File: src/rtl/cal_seq.sv
module cal_seq #(
  parameter int SEL_W    = 4,
  parameter int BASE_GAP = 42
) (
  input  logic             clk,
  input  logic             rst_n,
  input  logic             cal_cmd,
  input  logic [SEL_W-1:0] gap_sel,
  output logic             cal_strobe,
  output logic             cal_trig,
  output logic             cal_busy
);
  localparam int GAP_MAX = BASE_GAP + (1 << SEL_W) - 1;
  localparam int CW      = $clog2(GAP_MAX);

  typedef enum logic [1:0] {S_IDLE, S_STROBE, S_WAIT, S_FIRE} st_t;

  st_t           st;
  logic [CW-1:0] cnt;

  always_ff @(posedge clk or negedge rst_n) begin
    if (!rst_n) begin
      st  <= S_IDLE;
      cnt <= '0;
    end else begin
      unique case (st)
        S_IDLE: if (cal_cmd) begin
          st  <= S_STROBE;
          cnt <= CW'(BASE_GAP - 2) + CW'(gap_sel);
        end
        S_STROBE: st <= S_WAIT;
        S_WAIT: begin
          if (cnt == '0) st <= S_FIRE;
          else           cnt <= cnt - 1'b1;
        end
        S_FIRE: st <= S_IDLE;
        default: st <= S_IDLE;
      endcase
    end
  end

  assign cal_strobe = (st == S_STROBE);
  assign cal_trig   = (st == S_FIRE);
  assign cal_busy   = (st == S_STROBE) || (st == S_WAIT);
endmodule


File: config.mk
export PLATFORM = sky130hd
export DESIGN_NAME = cal_seq
export DESIGN_NICKNAME = d
export VERILOG_FILES = /design/src/rtl/cal_seq.sv
export SDC_FILE = /design/constraint.sdc
export NUM_CORES = 1
export LEC_CHECK = 0
export ABC_AREA = 1
export CORE_MARGIN = 4
export CORE_UTILIZATION = 25
export CTS_CLUSTER_DIAMETER = 120
export CTS_CLUSTER_SIZE = 8
export DETAILED_ROUTE_END_ITERATION = 12
export GPL_TIMING_DRIVEN = 0
export MAX_ROUTING_LAYER = met4
export PLACE_DENSITY = 0.47
export SLEW_MARGIN = 20
export SYNTH_ARGS = -nofsm -noshare
export SYNTH_HDL_FRONTEND = slang
export SYNTH_SLANG_ARGS = --single-unit
export TNS_END_PERCENT = 50
File: constraint.sdc
create_clock -name clk -period 3.8 [get_ports clk]
set_input_delay 0.57 -clock clk [delete_from_list [all_inputs] [get_ports clk]]
set_output_delay 0.57 -clock clk [all_outputs]
set_load 0.05 [all_outputs]
== Yosys cells after proc, flatten, opt, wreduce, memory -nomap -nowiden ==
Cells that the tools add are included.
Word-level totals
  flip-flop bits (word level): 8
  bits of input ports: 7
  output and inout bits: 3
  word-level logic and storage cells: 22
Cells by class
  $add $sub $neg: 2
  equality and inequality tests: 6
  mux-type cells: 6
  reductions and logical operators: 6
Operators by type and width (count)
  2-to-1 mux 6 bit: 2
  case mux 6 bit (2 select lines): 1
  case mux 2 bit (4 select lines): 1
  adder 6 x 4 -> 6 bit, first input constant: 1
  zero test 6 bit: 1
  inequality test 2 bit, second input constant: 3
  subtractor 6 x 1 -> 6 bit, second input constant: 1
  == test 2 bit, second input constant: 2
  2-to-1 mux 2 bit: 2
  AND reduction 3 bit: 1
  == test 2 x 1 -> 1 bit, second input constant: 1
  zero test 2 bit: 1
  AND reduction 2 bit: 1
  nonzero test 2 bit: 1
  logical OR 1 bit: 1

== Depth between registers and ports, before layout ==
Gate-level depths: netlist of run 1.
  depth after elaboration: 3
  depth in mapped cells: 9
  mapped depth without buffers: 9

== Least setup slack after synthesis of run 1 ==
No wires, ideal clock.
  path type: flip-flop to output port
  start point: reg st[0]
  end point: out cal_busy
  data arrival time: 1.007 ns
  data required time: 3.230 ns
  setup slack: 2.223 ns
  stages on the path, launching flop included: 3
  path buffers: 0
  cells stage by stage: dfrtp_1 inv_1 ha_1
On the way
  longest elaborated chain between the ends: 2
  elaborated cells on any way between the ends: 3
  those cells by class: eq/ne (2); reduce/logical (1)
RTL lines
  from (decl): RTL line 18  | st_t st;
  from (signal assigned): RTL line 23  | st <= S_IDLE;
  from (signal assigned): RTL line 28  | st <= S_STROBE;
  from (signal assigned): RTL line 31  | S_STROBE: st <= S_WAIT;
  == test 2 x 1 -> 1 bit or == test 2 bit (tied branches): RTL line 44  | assign cal_busy = (st == S_STROBE) || (st == S_WAIT);
  logical OR 1 bit (*): RTL line 44
  to (decl): RTL line 11  | output logic cal_busy
Mark *: on every way between the ends. The rest lies on a longest branch, timed or not.

== Worst setup path after layout of run 1 ==
Same ends and word-level chain as after synthesis.

==> results.ini, run 1 <==
[outcome]
status=completed

[cells_and_area]
final_nets=112
area_growth_pct=23.2
drive_above_1_share_pct=14.6
antenna_cells=0
fin_util_pct=32.2
layout.cells.non_filler=126

[yosys]
synth_top_area_share_pct=30.9
yosys_warnings=0
synth_cell_type_count=21
post-synth-top-count-cell=nand2_1
ys_seq_area_share_pct=30.9
synth-seq-cells=8
yosys-top-cells-count=34 x nand2_1, 9 x inv_1, 8 x dfrtp_1
synth-main-ff-cell=dfrtp_1
syn_inst=84
avgSynthCellArea_um2=7.72
yosys.area.top_type=dfrtp_1
netlist_area_um2=648
yosys-top-cells-area=dfrtp_1 31%, nand2_1 20%, ha_1 14%, inv_1 5.2%, nor2_4 3.5%
synth_nets=98
synthArstFlopShare_pct=100
synth_edf_count=0

[timing]
skew_ns=0.00158
fmax_ghz=0.411
tightest_slew_ns=0.495
slew_headroom_pct=66.9
drv_slew=0
final-setup-viol-count=0
tns_ns=0
period_share_pct=64.0
min_period_ns=2.43
layout_setup_ws_ns=1.37
final_hold_viol_count=0
rsz0062_at_grt=no

[critical_path]
path_buf_inv=2
cp.arrival_ns=1.86
slowest_delay_ns=0.80
cp_top_family=buffers and inverters
critPathKind=reg -> out
r2r_setup_slack_ns=2.36
critical_path.cell_chain=inv_1 -> ha_1 -> clkdlybuf4s50_1
cp.required_ns=3.23
startpoint_type=flop
end_kind=primary output
path_max_fanout=4
critPathSlowestCell=clkdlybuf4s50_1

[run]
cap_violations=0

[clocking]
clockBufferDepth=2
cts_root_buf=clkbuf_4
htreeDepth=1
cts_made_buffers=3
insertion_delay_ns=0.25
clk_pin_slew_worst_paths_ns=0.06
clkSinkCount=8
cts_setup_buffers=0
cts_tree=yes
holdBufCountCts=0
ctsResizeCount=0

[grt]
grt_overflow=0
grt_pass1_vias=558
grt_max_degree=11
track_usage_pct=9.07
antenna_found_initial=0
grt_pass1_wl_um=2290

[die]
rows=18
die_w_um=58.9
core_um2=2480
ioPinCount=10
die_area_um2=3470
die-height_um=58.9
start_util_pct=26.2

[place]
globalplace.congestion=0.664
io_buffers=9
dp_hpwl_um=1000
pre_cts_ws_ns=1.66
dp_cells=123

[detailed_routing]
wl_um=1300
viasPerCell=4.33
first_pass_iters=4
vias=545
wire_per_inst_um=10.3
drc=0
postRouteAntennaNets=0
drtIter0Drc=7

[pwr]
p_per_area_nw_per_um2=968
p_total_mw=0.772
power.leakage_nw=0.400
vdd_drop_max_mv=0.493

[worst_hold_path]
hold_path.class=reg -> reg

[cells by family after synthesis]
kind of cell	count (synthesis)	share of synthesized area [%]
XOR/XNOR	1	1.35
AO/OA/AOI/OAI	6	5.60
buffers and inverters	10	6.95
AND/OR/NAND/NOR	52	41.7
adder cells (fa/ha/maj)	7	13.5
flip-flops	8	30.9
[power by group]
| part | internal (mW) | switching [mW] |
|---|---|---|
| logic | 0.191 | 0.334 |
| registers | 0.132 | 0.0485 |
| clock network | 0.0363 | 0.0316 |
| total | 0.359 | 0.414 |
[cell usage in the layout (no fill, tap or decap), drive strengths merged]
master	Yosys	layout
inv	9	9
xor2	1	1
a21oi	1	1
buf	1	1
nand4	2	2
or2	1	1
nor3	1	1
nor2	6	6
nand2	35	35
clkdlybuf4s50	0	9
dfrtp	8	8
o21ai	4	4
nand3b	2	2
a21boi	1	1
nand3	5	5
ha	7	7
clkbuf	0	3
[flip-flops by register name, summed over array words and instances (netlist names)]
signal	cells
cnt	6
st	2
[layout make-up]
class                   count  area [um^2]
repair buffers              9         90.1
well taps                  30         37.5
clock buffers               3         22.5
multi-input cells          66          403
flip-flops and latches      8          200
plain buffers               1         11.3
fillers                   279         1680
inverters                   9         33.8
[tightest hold or removal path: cells and delay by family (launching register included)]
family | cells | cell delay [ns]
flip-flops | 1 | 0.36
AND/OR/NAND/NOR | 2 | 0.12
[layer usage]
metal / vias up / wire, um / track usage [%]
met2: 11 / 614 / 14.2
li1: 289 / - / -
met1: 243 / 613 / 10.8
met3: 2 / 58 / 1.97
met5: - / 0 / -
met4: 0 / 14 / 4.85
[path summary, 6_finish.rpt]
| kind | from | endpoint | cells after the start |
|---|---|---|---|
| setup / recovery | st[0] | cal_busy | 3 |
| hold / removal | cnt[0] | cnt[0] | 2 |
| setup reg to reg | st[0] | cnt[5] | 8 |
| hold reg to reg | cnt[0] | cnt[0] | 2 |
| max in group asynchronous | rst_n | cnt[5] | 1 |
| min in group asynchronous | rst_n | cnt[1] | 1 |
[stage by stage]
stage	hold slack, ns	cell area, um^2
after floorplan	0.274	648
after global placement	0.489	776
after detailed placement	0.486	776
after CTS	0.502	798
after global routing	0.555	798
final	0.500	798
Power figures use the tool's default switching activity.
==> run 2: changes to the inputs <==
Clock period 3.8 ns to 2.6 ns, I/O delays scaled along.
==> results of run 2 <==
The final DEF is identical to that of run 1. Status: completed.
Among the figures that moved: setup slack after placement 1.66 ns -> 0.637 ns; setup slack after layout 1.37 ns -> 0.348 ns; hold slack 0.500 ns -> 0.429 ns; register-to-register setup slack 2.36 ns -> 1.16 ns; total power 0.772 mW -> 1.13 mW; worst IR drop on VDD 0.493 mV -> 0.721 mV
